### config.mk
export PLATFORM = sky130hd
export DESIGN_NAME = flash_cmd_decoder
export DESIGN_NICKNAME = d
export VERILOG_FILES = /design/src/rtl/fcd_pkg.sv /design/src/rtl/fcd_bus_qual.sv /design/src/rtl/fcd_seq.sv /design/src/rtl/fcd_status.sv /design/src/rtl/fcd_rdmux.sv /design/src/rtl/flash_cmd_decoder.sv
export SDC_FILE = /design/constraint.sdc
export NUM_CORES = 1
export LEC_CHECK = 0
export BUFFER_PORTS_ARGS = -buffer_cell sky130_fd_sc_hd__buf_2
export CAP_MARGIN = 20
export CORE_ASPECT_RATIO = 1.75
export CORE_MARGIN = 10
export CORE_UTILIZATION = 45
export DETAILED_ROUTE_END_ITERATION = 16
export PLACE_DENSITY = 0.68
export SYNTH_ARGS = -nofsm -noshare
export SYNTH_HDL_FRONTEND = slang
export SYNTH_HIERARCHICAL = 1
export SYNTH_SLANG_ARGS = --single-unit
### constraint.sdc
create_clock -name clk -period 2.72 [get_ports clk]
set_input_delay 0.272 -clock clk [delete_from_list [all_inputs] [get_ports clk]]
set_output_delay 0.272 -clock clk [all_outputs]
set_load 0.02 [all_outputs]
### src/rtl/fcd_pkg.sv
package fcd_pkg;

    typedef enum logic [1:0] {
        RM_ARRAY = 2'd0,
        RM_IDENT = 2'd1,
        RM_CSR   = 2'd2,
        RM_EXT   = 2'd3
    } rd_mode_e;

    typedef enum logic [1:0] {
        SQ_IDLE  = 2'd0,
        SQ_WDATA = 2'd1,
        SQ_ECONF = 2'd2
    } seq_st_e;

    // status update events produced by the sequencer
    typedef struct packed {
        logic wr_err;
        logic er_err;
        logic blk_err;
        logic clr;
        logic upload;
    } stat_ev_t;

    localparam logic [7:0] OP_READ_ARRAY = 8'hFF;
    localparam logic [7:0] OP_IDENT      = 8'h90;
    localparam logic [7:0] OP_READ_CSR   = 8'h70;
    localparam logic [7:0] OP_READ_EXT   = 8'h71;
    localparam logic [7:0] OP_CLEAR      = 8'h50;
    localparam logic [7:0] OP_WRITE_A    = 8'h40;
    localparam logic [7:0] OP_WRITE_B    = 8'h10;
    localparam logic [7:0] OP_ERASE      = 8'h20;
    localparam logic [7:0] OP_SUSPEND    = 8'hB0;
    localparam logic [7:0] OP_CONFIRM    = 8'hD0;
    localparam logic [7:0] OP_UPLOAD     = 8'h97;

endpackage

### src/rtl/fcd_bus_qual.sv
module fcd_bus_qual (
    input  logic clk,
    input  logic rst_n,
    input  logic ce0_n,
    input  logic ce1_n,
    input  logic oe_n,
    input  logic we_n,
    output logic wr_stb,
    output logic rd_en
);
    typedef struct packed {
        logic we;
    } bq_t;

    bq_t q, d;
    logic sel;

    always_comb begin
        d      = q;
        d.we   = we_n;
        sel    = !ce0_n && !ce1_n;
        // chip enable over output enable over write enable
        rd_en  = sel && !oe_n;
        wr_stb = sel && oe_n && !q.we && we_n;
    end

    always_ff @(posedge clk or negedge rst_n) begin
        if (!rst_n) q <= '{we: 1'b1};
        else        q <= d;
    end
endmodule

### src/rtl/fcd_seq.sv
module fcd_seq
    import fcd_pkg::*;
#(
    parameter int ADDR_W = 21,
    parameter int BLK_W  = 5,
    localparam int NBLK  = 1 << BLK_W
) (
    input  logic              clk,
    input  logic              rst_n,
    input  logic              wr_stb,
    input  logic [ADDR_W-1:0] addr,
    input  logic [7:0]        din,
    input  logic              wp_n,
    input  logic [NBLK-1:0]   lock_bits,
    input  logic              eng_done,
    output rd_mode_e          rd_mode,
    output logic              start_write,
    output logic              start_erase,
    output logic              start_suspend,
    output logic              start_resume,
    output logic [ADDR_W-1:0] op_addr,
    output logic [7:0]        op_data,
    output logic              suspended,
    output stat_ev_t          ev,
    output logic [BLK_W-1:0]  ev_blk
);
    typedef struct packed {
        seq_st_e           st;
        rd_mode_e          mode;
        logic              p_wr;
        logic              p_er;
        logic              p_su;
        logic              p_re;
        logic [ADDR_W-1:0] oa;
        logic [7:0]        od;
        logic              er_act;
        logic              susp;
    } seq_t;

    seq_t q, d;
    logic [BLK_W-1:0] blk;
    logic             prot;

    always_comb begin
        d      = q;
        d.p_wr = 1'b0;
        d.p_er = 1'b0;
        d.p_su = 1'b0;
        d.p_re = 1'b0;
        ev     = '0;
        blk    = addr[ADDR_W-1 -: BLK_W];
        prot   = !wp_n && lock_bits[blk];

        if (eng_done) begin
            d.er_act = 1'b0;
            d.susp   = 1'b0;
        end

        if (wr_stb) begin
            case (q.st)
                SQ_WDATA: begin
                    d.st   = SQ_IDLE;
                    d.mode = RM_CSR;
                    if (prot) begin
                        ev.wr_err  = 1'b1;
                        ev.blk_err = 1'b1;
                    end else begin
                        d.p_wr = 1'b1;
                        d.oa   = addr;
                        d.od   = din;
                    end
                end
                SQ_ECONF: begin
                    d.st = SQ_IDLE;
                    if (din == OP_CONFIRM) begin
                        d.mode = RM_CSR;
                        if (prot) begin
                            ev.er_err  = 1'b1;
                            ev.blk_err = 1'b1;
                        end else begin
                            d.p_er   = 1'b1;
                            d.oa     = addr;
                            d.er_act = 1'b1;
                        end
                    end else begin
                        // broken erase sequence
                        ev.wr_err = 1'b1;
                        ev.er_err = 1'b1;
                        d.mode    = RM_ARRAY;
                    end
                end
                default: begin
                    if (q.susp && din == OP_CONFIRM) begin
                        d.p_re = 1'b1;
                        d.susp = 1'b0;
                        d.mode = RM_CSR;
                    end else begin
                        case (din)
                            OP_READ_ARRAY: d.mode = RM_ARRAY;
                            OP_IDENT:      d.mode = RM_IDENT;
                            OP_READ_CSR:   d.mode = RM_CSR;
                            OP_READ_EXT:   d.mode = RM_EXT;
                            OP_CLEAR:      ev.clr = 1'b1;
                            OP_UPLOAD:     ev.upload = 1'b1;
                            OP_WRITE_A,
                            OP_WRITE_B:    d.st = SQ_WDATA;
                            OP_ERASE:      d.st = SQ_ECONF;
                            OP_SUSPEND: begin
                                if (q.er_act && !q.susp) begin
                                    d.p_su = 1'b1;
                                    d.susp = 1'b1;
                                    d.mode = RM_CSR;
                                end
                            end
                            default:       d.mode = RM_ARRAY;
                        endcase
                    end
                end
            endcase
        end

        ev_blk        = blk;
        rd_mode       = q.mode;
        start_write   = q.p_wr;
        start_erase   = q.p_er;
        start_suspend = q.p_su;
        start_resume  = q.p_re;
        op_addr       = q.oa;
        op_data       = q.od;
        suspended     = q.susp;
    end

    always_ff @(posedge clk or negedge rst_n) begin
        if (!rst_n) q <= '0;
        else        q <= d;
    end
endmodule

### src/rtl/fcd_status.sv
module fcd_status
    import fcd_pkg::*;
#(
    parameter int BLK_W = 5,
    localparam int NBLK = 1 << BLK_W
) (
    input  logic             clk,
    input  logic             rst_n,
    input  stat_ev_t         ev,
    input  logic [BLK_W-1:0] ev_blk,
    input  logic [NBLK-1:0]  lock_nv,
    output logic             csr_er,
    output logic             csr_wr,
    output logic             gsr_err,
    output logic [NBLK-1:0]  lock_q,
    output logic [NBLK-1:0]  berr_q
);
    typedef struct packed {
        logic [NBLK-1:0] lock;
        logic [NBLK-1:0] berr;
        logic            er;
        logic            wr;
        logic            gerr;
    } st_t;

    st_t q, d;

    always_comb begin
        d = q;
        if (ev.clr) begin
            d.er   = 1'b0;
            d.wr   = 1'b0;
            d.gerr = 1'b0;
            d.berr = '0;
        end
        if (ev.wr_err) d.wr = 1'b1;
        if (ev.er_err) d.er = 1'b1;
        if (ev.wr_err || ev.er_err) d.gerr = 1'b1;
        if (ev.blk_err) d.berr[ev_blk] = 1'b1;
        if (ev.upload) d.lock = lock_nv;

        csr_er  = q.er;
        csr_wr  = q.wr;
        gsr_err = q.gerr;
        lock_q  = q.lock;
        berr_q  = q.berr;
    end

    always_ff @(posedge clk or negedge rst_n) begin
        if (!rst_n) begin
            q      <= '0;
            q.lock <= '1;
        end else begin
            q <= d;
        end
    end
endmodule

### src/rtl/fcd_rdmux.sv
module fcd_rdmux
    import fcd_pkg::*;
#(
    parameter int         BLK_W    = 5,
    parameter logic [7:0] MFR_CODE = 8'h89,
    parameter logic [7:0] DEV_CODE = 8'hA0,
    localparam int        NBLK     = 1 << BLK_W
) (
    input  logic             rd_en,
    input  rd_mode_e         rd_mode,
    input  logic             a0,
    input  logic [BLK_W-1:0] blk,
    input  logic [7:0]       array_rdata,
    input  logic             eng_busy,
    input  logic             suspended,
    input  logic             csr_er,
    input  logic             csr_wr,
    input  logic             gsr_err,
    input  logic [NBLK-1:0]  lock_q,
    input  logic [NBLK-1:0]  berr_q,
    output logic [7:0]       dout,
    output logic             dout_en
);
    logic [7:0] bsr_byte [NBLK];

    for (genvar b = 0; b < NBLK; b++) begin : g_bsr
        assign bsr_byte[b] = {~eng_busy, lock_q[b], berr_q[b], 5'b0};
    end

    always_comb begin
        dout_en = rd_en;
        dout    = 8'h00;
        if (rd_en) begin
            case (rd_mode)
                RM_ARRAY: dout = array_rdata;
                RM_IDENT: dout = a0 ? DEV_CODE : MFR_CODE;
                RM_CSR:   dout = {~eng_busy, suspended, csr_er, csr_wr, 4'b0};
                default:  dout = a0 ? {~eng_busy, 1'b0, gsr_err, 5'b0}
                                    : bsr_byte[blk];
            endcase
        end
    end
endmodule

### src/rtl/flash_cmd_decoder.sv
module flash_cmd_decoder
    import fcd_pkg::*;
#(
    parameter int         ADDR_W   = 21,
    parameter int         BLK_W    = 5,
    parameter logic [7:0] MFR_CODE = 8'h89,
    parameter logic [7:0] DEV_CODE = 8'hA0,
    localparam int        NBLK     = 1 << BLK_W
) (
    input  logic              clk,
    input  logic              rst_n,
    input  logic              ce0_n,
    input  logic              ce1_n,
    input  logic              oe_n,
    input  logic              we_n,
    input  logic              wp_n,
    input  logic [ADDR_W-1:0] addr,
    input  logic [7:0]        din,
    input  logic [7:0]        array_rdata,
    input  logic [NBLK-1:0]   lock_nv,
    input  logic              eng_busy,
    input  logic              eng_done,
    output logic [7:0]        dout,
    output logic              dout_en,
    output logic [1:0]        rd_mode,
    output logic              start_write,
    output logic              start_erase,
    output logic              start_suspend,
    output logic              start_resume,
    output logic [ADDR_W-1:0] op_addr,
    output logic [7:0]        op_data
);
    logic             wr_stb, rd_en, suspended;
    logic             csr_er, csr_wr, gsr_err;
    logic [NBLK-1:0]  lock_q, berr_q;
    stat_ev_t         ev;
    logic [BLK_W-1:0] ev_blk;
    rd_mode_e         mode_w;

    fcd_bus_qual u_bus (
        .clk    (clk),
        .rst_n  (rst_n),
        .ce0_n  (ce0_n),
        .ce1_n  (ce1_n),
        .oe_n   (oe_n),
        .we_n   (we_n),
        .wr_stb (wr_stb),
        .rd_en  (rd_en)
    );

    fcd_seq #(.ADDR_W(ADDR_W), .BLK_W(BLK_W)) u_seq (
        .clk           (clk),
        .rst_n         (rst_n),
        .wr_stb        (wr_stb),
        .addr          (addr),
        .din           (din),
        .wp_n          (wp_n),
        .lock_bits     (lock_q),
        .eng_done      (eng_done),
        .rd_mode       (mode_w),
        .start_write   (start_write),
        .start_erase   (start_erase),
        .start_suspend (start_suspend),
        .start_resume  (start_resume),
        .op_addr       (op_addr),
        .op_data       (op_data),
        .suspended     (suspended),
        .ev            (ev),
        .ev_blk        (ev_blk)
    );

    fcd_status #(.BLK_W(BLK_W)) u_stat (
        .clk     (clk),
        .rst_n   (rst_n),
        .ev      (ev),
        .ev_blk  (ev_blk),
        .lock_nv (lock_nv),
        .csr_er  (csr_er),
        .csr_wr  (csr_wr),
        .gsr_err (gsr_err),
        .lock_q  (lock_q),
        .berr_q  (berr_q)
    );

    fcd_rdmux #(.BLK_W(BLK_W), .MFR_CODE(MFR_CODE), .DEV_CODE(DEV_CODE)) u_rd (
        .rd_en       (rd_en),
        .rd_mode     (mode_w),
        .a0          (addr[0]),
        .blk         (addr[ADDR_W-1 -: BLK_W]),
        .array_rdata (array_rdata),
        .eng_busy    (eng_busy),
        .suspended   (suspended),
        .csr_er      (csr_er),
        .csr_wr      (csr_wr),
        .gsr_err     (gsr_err),
        .lock_q      (lock_q),
        .berr_q      (berr_q),
        .dout        (dout),
        .dout_en     (dout_en)
    );

    assign rd_mode = mode_w;
endmodule

Word-level counts from Yosys, hierarchy flattened
Cells that the tools add are included.

storage, ports and cells
  register bits = 107
  word-level logic and storage cells = 131
  input bits = 78
  output and inout port bits = 44

operators by class
  $lt $le $gt $ge = 3
  muxes and demuxes = 59
  reductions and logical operators = 29
  bitwise gates (word level) = 4
  equal/unequal tests = 20

operator list
  cell                  number
  $mux W35              2
  $mux W21              2
  $pmux W21 S2          1
  $bmux W8 S5           1
  $mux W8               5
  $eq A8 B7 Y1 const B  4
  $eq A8 B8 Y1 const B  4
  $mux W32              1
  $or A32 B32 Y32       1
  $mux W29              1
  $mux W1               27
  $pmux W8 S3           1
  $mux W2               9
  $pmux W2 S5           1
  $logic_and A1 B1 Y1   9
  $reduce_and A3 Y1     3
  $eq A8 B5 Y1 const B  1
  $eq A8 B6 Y1 const B  1
  $pmux W4 S2           1
  $reduce_bool A2 Y1    4
  $ge A6 B6 Y1 const B  1
  $logic_not A1 Y1      6
  $lt A5 B6 Y1 const B  1
  $mux W6               1
  other kinds (21)      27

Depth between registers and ports, before layout
Gate-level depths: netlist (run 1).

  depth after elaboration = 10
  depth in mapped cells = 9
  mapped depth without buffers = 7

By module
The synthesis (run 1) kept the hierarchy.

by module, submodules not included
  module        sequential area each (sq um)  cells an instance  instances  area an instance (sq um)
  fcd_status    1,716.6                       155                1          2,556.2
  fcd_seq       975.9                         205                1          2,473.6
  fcd_rdmux     0.0                           71                 1          800.8
  fcd_bus_qual  26.3                          4                  1          47.5

Worst setup path before layout (run 1)
No wires, ideal clock.

  path kind = in2reg
  start point = in din[0]
  end point = reg u_stat.q (netlist bit u_stat/berr_q[24])
  data arrival time = 2.350 ns
  cell stages on the path = 8
  slack = 0.295 ns
  required time = 2.645 ns
  setup time = 0.075 ns
  path buffers = 1
  path through = or4_4 nor3_1 and2_1 nor2_1 nor3b_1 or3b_1 buf_4 o2bb2ai_2

RTL lines
  element      RTL line                 text
  from (decl)  flash_cmd_decoder.sv:18  input logic [7:0] din,
  to (decl)    fcd_status.sv:26         st_t q, d;

==> results.cfg, run 1 <==
[outcome]
status = finished, final reports clean

[global_route]
grt_start_max_net_pins = 65
total_routing_resource_utilization_after_global_routing = 0.152
initial_antenna_violation_count = 1
grt.overflow.total = 0
grt_pass1_wl_um = 22000
grt_pass1_vias = 4307

[clocking]
clkTransAtPathRegs_ns = 0.07
number_of_clock_buffers_inserted_by_tritoncts = 9
tritoncts = done
post_cts_resize_count = 0
ctsRootBufferMaster = sky130_fd_sc_hd__clkbuf_16
clkLatencyLatePin_ns = 0.35
clock_sinks = 107
htreeDepth = 3
clock_path_buffers = 2

[place]
gp_congestion = 0.862
place.detailed.hpwl_um = 10600
placement.io_buffers = 121
placed_inst_area_um2 = 6400
dpl.cell_count = 682

[layout]
finalNetCount = 603
insertedDiodeCount = 0
final_cells = 699
final_cell_area_um2 = 6700
area_growth_pct = 14.0
post_route_cells_drive_above_1_share = 0.504

[sta]
clock-skew-final_ns = 0.0110
report.final.slew_viol_count = 0
slew_headroom = 0.615
setup-tns-final_ns = 0
tightest_slew_ns = 0.578
finalSetupViolCount = 0
hold_viol = 0
grt_setup_unrepaired = false
final.period_utilization = 0.952
finalCriticalPeriod_ns = 2.59
maximum_clock_frequency_mhz = 386

[critical_path]
critical_path.max_fanout = 8
timing.critical_path.slowest_stage_cell = sky130_fd_sc_hd__dfstp_2
worst_path_dominant_cell_family = simple AND/OR/NAND/NOR gates
arrival_ns = 2.85
critPathLaunch = u_stat/lock_q[26]
critical_path.n_buffers_inverters = 1
critical_path.endpoint_type = register
setup.worst_path.class = register to register
critical_path.startpoint_type = register
worst_ep_required_time_ns = 2.98
cp_slowest_stage_delay_ns = 0.55
reg_to_reg_critical_path_startpoint = u_stat/lock_q[26]
worstPathCellList = mux4_1 -> mux2_2 -> a2bb2oi_2 -> nand4b_4 -> nor3b_1 -> buf_4 -> or3b_1 -> o2bb2ai_1

[die]
boundaryPins = 122
start_util = 0.457
rows = 55
horiz_die_dim_um = 106
die_height_um = 171
die-area_um2 = 18200
placeableCoreArea_um2 = 12900

[yosys]
yosys_warnings = 6
yosys.cell_count.top_type = sky130_fd_sc_hd__dfrtp_1
netlist.area_leader.share = 0.315
synth-seq-area-share = 0.463
synth.top_cells.by_area = sky130_fd_sc_hd__dfrtp_1, sky130_fd_sc_hd__dfstp_2, sky130_fd_sc_hd__mux2_2
proportion_of_register_bits_with_asynchronous_set_or_reset_after_synthesis = 1.00
synth-edff-count = 0
synth_nets = 515
synth_commonest_cells = sky130_fd_sc_hd__dfrtp_1, sky130_fd_sc_hd__mux2_2, sky130_fd_sc_hd__buf_4
syn_avg_cell_area_um2 = 13.5
total_of_flip_flops_plus_latches_after_synthesis = 107
synth_flop_cell = sky130_fd_sc_hd__dfrtp_1
synth.cell_area_um2 = 5880
synth.distinct_cells = 66
cell_count_after_synthesis = 435
post-synth-top-area-cell = sky130_fd_sc_hd__dfrtp_1

[power]
power_density_nw_per_um2 = 552
seqPwrFrac = 0.477
power_frac_clock = 0.347
p_int_uw = 2690
comb_power_share = 0.176
irDropWorstVdd_uv = 309
power.switching_uw = 1020
cellLeakagePower_uw = 0.00319
total_power_uw = 3700
p_sw_frac = 0.274

[detailed_routing]
vias_per_cell = 5.62
routed_wire_length_per_instance_um = 19.9
post-route-drc-count = 0
route.final.wire_length_um = 13900
ant_nets = 0
drt_pre_antenna_iters = 4
route.vias.total = 3926
dr.first_iter.drc_count = 166

[worst_hold_path]
worst_hold_path_class = primary input to register
hp-start = we_n

[run]
maxCapViolCount = 0
worst paths after layout:
path / slack (ns) / endpoint / cells after the start
max: 0.13 / u_stat/berr_q[28] / 8
min: 0.03 / u_bus/q / 1
max reg2reg: 0.13 / u_stat/berr_q[28] / 8
min reg2reg: 0.48 / u_stat/berr_q[7] / 1
max in group asynchronous: 1.49 / u_stat/lock_q[29] / 3
min in group asynchronous: 0.45 / u_seq/op_data[3] / 2
worst reg2reg max path: stages (launching register included):
cell and delay (ns):
sky130_fd_sc_hd__dfstp_2 0.55, sky130_fd_sc_hd__mux4_1 0.22, sky130_fd_sc_hd__mux2_2 0.17, sky130_fd_sc_hd__a2bb2oi_2 0.19, sky130_fd_sc_hd__nand4b_4 0.18, sky130_fd_sc_hd__nor3b_1 0.25, sky130_fd_sc_hd__buf_4 0.16, sky130_fd_sc_hd__or3b_1 0.55
sky130_fd_sc_hd__o2bb2ai_1 0.22
power groups by stage:
stage / registers [uW] / logic, uW / clock network (uW)
after floorplan: 1760 / 521 / 0
final: 1760 / 652 / 1290
after detailed placement: 1790 / 654 / 0
after global placement: 1790 / 643 / 0
after CTS: 1770 / 657 / 1320
after global routing: 1780 / 707 / 1390
routing by layer:
metal  up-vias  wire [um]  track usage
li1       1796          -            -
met1      1972       5320        0.164
met2       136       7450        0.273
met3        22        867       0.0457
met4         0        252       0.0580
met5         -          0            0
metrics by stage:
| step | setup WS (ns) | util | hold WS [ns] |
|---|---|---|---|
| CTS | 0.112 | 0.521 | 0.0143 |
| global placement | 0.0623 | 0.497 | 0.300 |
| floorplan | 0.295 | - | -0.0236 |
| detailed placement | 0.0230 | 0.497 | 0.307 |
| global route | 0.0270 | 0.521 | 0.0168 |
| finish | 0.131 | 0.521 | 0.0265 |
area by class of cell:
class | count | area, um^2
multi-input combinational | 258 | 2680
timing repair buffer | 138 | 763
inverter | 9 | 33.8
clock inverter | 2 | 17.5
sequential | 107 | 2720
fill | 1139 | 6170
clock buffer | 14 | 275
tap | 171 | 214
timing repair:
| action | 4_1_cts | 5_1_grt |
|---|---|---|
| hold buffers | 1 | 0 |
| setup endpoints to repair | 0 | 0 |
| buffers inserted | 0 | 0 |
| endpoints found under the hold margin | 30 | 0 |
placed cells by master, fill, tap and decap left out, types with 10 or more instances in the layout:
cell / count
sky130_fd_sc_hd__buf_2: 120
sky130_fd_sc_hd__buf_4: 15
sky130_fd_sc_hd__clkbuf_16: 10
sky130_fd_sc_hd__dfrtp_1: 74
sky130_fd_sc_hd__dfstp_2: 33
sky130_fd_sc_hd__mux2_2: 44
sky130_fd_sc_hd__mux2_4: 20
sky130_fd_sc_hd__mux2i_1: 14
sky130_fd_sc_hd__mux4_1: 18
sky130_fd_sc_hd__nand2_1: 16
sky130_fd_sc_hd__o2bb2ai_1: 26
cell families (layout without fill, tap and decap cells):
logic type	count (synthesis)	in the layout	share of synthesized area
simple gates	86	86	0.0903
mux	101	101	0.255
compound gates	67	67	0.103
xor+xnor	2	2	0.00298
flops	107	107	0.463
fa+ha+maj	2	2	0.00426
buf+inv	70	163	0.0819
flip-flops by register name, summed over array words and instances (netlist names), 2 cells and up:
signal         flops
u_stat/lock_q     32
u_seq/op_data      8
u_seq/op_addr     21
u_seq/rd_mode      2
u_stat/berr_q     32
u_seq/q            3
Power figures use the tool's default switching activity.
==> run 2, diff against run 1 <==
--- a/config.mk
+++ b/config.mk
@@ -11,7 +11,7 @@
 export CORE_MARGIN = 10
 export CORE_UTILIZATION = 45
 export DETAILED_ROUTE_END_ITERATION = 16
-export PLACE_DENSITY = 0.68
+export PLACE_DENSITY_LB_ADDON = 0.1
 export SYNTH_ARGS = -nofsm -noshare
 export SYNTH_HDL_FRONTEND = slang
 export SYNTH_HIERARCHICAL = 1
==> run 2 against run 1 <==
  * Clock power up 10%
  * Clock-buffer cell count down 3
  * Wire length up 2.4%
  * Clock skew up 0.00087 ns
  * Design area up 1.2%
  * Die area unchanged
  * Non-clock buffer count up 4
  * Power up 3.8%
  * Highest routed layer unchanged
==> results.cfg, run 2 (same netlist as run 1, synthesis figures left out) <==
[layout]
insertedDiodeCount = 0
multi_input_logic_area_um2 = 2680
area_growth_pct = 15.3
post_route_cells_drive_above_1_share = 0.513
finalNetCount = 607
mostFrequentLayoutCells = sky130_fd_sc_hd__buf_2, sky130_fd_sc_hd__dfrtp_1, sky130_fd_sc_hd__mux2_2
layout_commonest_cell = sky130_fd_sc_hd__buf_2
num-fill-cells = 1136
sequential_cell_area_um2 = 2720

[sta]
finalSetupViolCount = 0
final.period_utilization = 0.944
report.final.slew_viol_count = 0
hold_viol = 0
slew_headroom = 0.510
timing.final.ws_setup_ns = 0.154
grt_setup_unrepaired = false
tightest_slew_ns = 0.735
setup-tns-final_ns = 0
maximum_clock_frequency_mhz = 390
finalCriticalPeriod_ns = 2.57
clock-skew-final_ns = 0.0118

[critical_path]
critPathLaunch = u_stat/lock_q[27]
critical_path.startpoint_type = register
critical_path.max_fanout = 8
crit-reg2reg-capture = u_stat/berr_q[12]
arrival_ns = 2.83
worst_ep_required_time_ns = 2.99
setup.worst_path.class = register to register
worst_setup_path_endpoint = u_stat/berr_q[12]
timing.reg2reg.setup_slack_ns = 0.15
worst_reg_to_reg_path_cell_count = 8
critical_path.endpoint_type = register
reg_to_reg_critical_path_startpoint = u_stat/lock_q[27]

[detailed_routing]
route.final.wire_length_um = 14200
route.vias.total = 3889
dr.first_iter.drc_count = 206
post-route-drc-count = 0
drt_pre_antenna_iters = 4
vias_per_cell = 5.53
ant_nets = 0
routed_wire_length_per_instance_um = 20.2

[clocking]
post_cts_hold_buffer_count = 1
clock_path_buffers = 2
number_of_clock_buffers_inserted_by_tritoncts = 9
clkTransAtPathRegs_ns = 0.08
htreeDepth = 3
post-cts-setup-buffers = 0
clock_sinks = 107
tritoncts = done
clkLatencyLatePin_ns = 0.35
ctsRootBufferMaster = sky130_fd_sc_hd__clkbuf_16
post_cts_resize_count = 0

[place]
place.detailed.hpwl_um = 10800
gp_congestion = 0.899
placement.io_buffers = 121
pre_cts_slack_ns = 0.0923

[global_route]
grt_pass1_wl_um = 22700
total_routing_resource_utilization_after_global_routing = 0.157
initial_antenna_violation_count = 0
grt.overflow.total = 0
grt_start_max_net_pins = 57
grt_pass1_vias = 4367

[die]
rows = 55
placeableCoreArea_um2 = 12900
start_util = 0.457
die_height_um = 171
die-area_um2 = 18200
boundaryPins = 122
horiz_die_dim_um = 106

[power]
irDropWorstVdd_uv = 330
cellLeakagePower_uw = 0.00324
power_density_nw_per_um2 = 567

[worst_hold_path]
hp-start = we_n
worst_hold_path_class = primary input to register

[run]
maxCapViolCount = 0

[outcome]
status = finished, final reports clean
==> run 2: changes by cell type in the layout (fill, tap and decap cells not counted), sizes merged <==
cell    before  now
inv         10   11
clkbuf      14   11
clkinv       1    2
bufinv       0    1
buf        137  141
==> run 2: area by class of cell <==
type | count | area share
clock buffers | 11 | 0.0389
clock inverters | 5 | 0.00941
inverters | 9 | 0.00498
multi-input cells | 258 | 0.395
flip-flops and latches | 107 | 0.401
well taps | 171 | 0.0316
repair buffers | 142 | 0.119
==> run 2: power by group <==
| part | switching (uW) | total (uW) | internal (uW) |
|---|---|---|---|
| Clock | 615 | 1420 | 808 |
| Combinational | 368 | 658 | 290 |
| Sequential | 71.6 | 1760 | 1690 |
| Total | 1050 | 3840 | 2790 |
==> run 2: critical path, stage by stage (launching register included) <==
cell and delay [ns]:
sky130_fd_sc_hd__dfstp_2 0.54, sky130_fd_sc_hd__mux4_2 0.23, sky130_fd_sc_hd__mux2_2 0.16, sky130_fd_sc_hd__a2bb2oi_2 0.19
sky130_fd_sc_hd__nand4b_4 0.19, sky130_fd_sc_hd__nor3b_1 0.23, sky130_fd_sc_hd__buf_4 0.15, sky130_fd_sc_hd__or3b_1 0.56
sky130_fd_sc_hd__o2bb2ai_2 0.23
==> run 2: how the worst min path moves through the flow <==
stage               cells past startpoint                end
floorplan                               0   u_seq/op_addr[0]
global placement                        1  u_seq/start_write
detailed placement                      1  u_seq/start_write
CTS                                     1            u_bus/q
global route                            1            u_bus/q
finish                                  1            u_bus/q
==> run 2: stage by stage <==
step / utilization / instances / cell area (um^2) / total power [uW] / hold slack (ns)
final: 0.527 / 703 / 6780 / 3840 / 0.0299
after global routing: 0.527 / 703 / 6780 / 4020 / 0.0158
after CTS: 0.527 / 703 / 6780 / 3890 / 0.0153
after detailed placement: 0.501 / 686 / 6440 / 2450 / 0.379
after global placement: 0.501 / 686 / 6440 / 2440 / 0.366
after floorplan: - / 435 / 5880 / 2280 / -0.0236
==> run 2: per-layer routing <==
| layer | part of all wire | vias to the layer above | global-route usage |
|---|---|---|---|
| li1 | - | 1798 | - |
| met1 | 0.39 | 1978 | 0.173 |
| met2 | 0.54 | 99 | 0.281 |
| met3 | 0.052 | 14 | 0.0431 |
| met4 | 0.017 | 0 | 0.0580 |
| met5 | 0 | - | 0 |
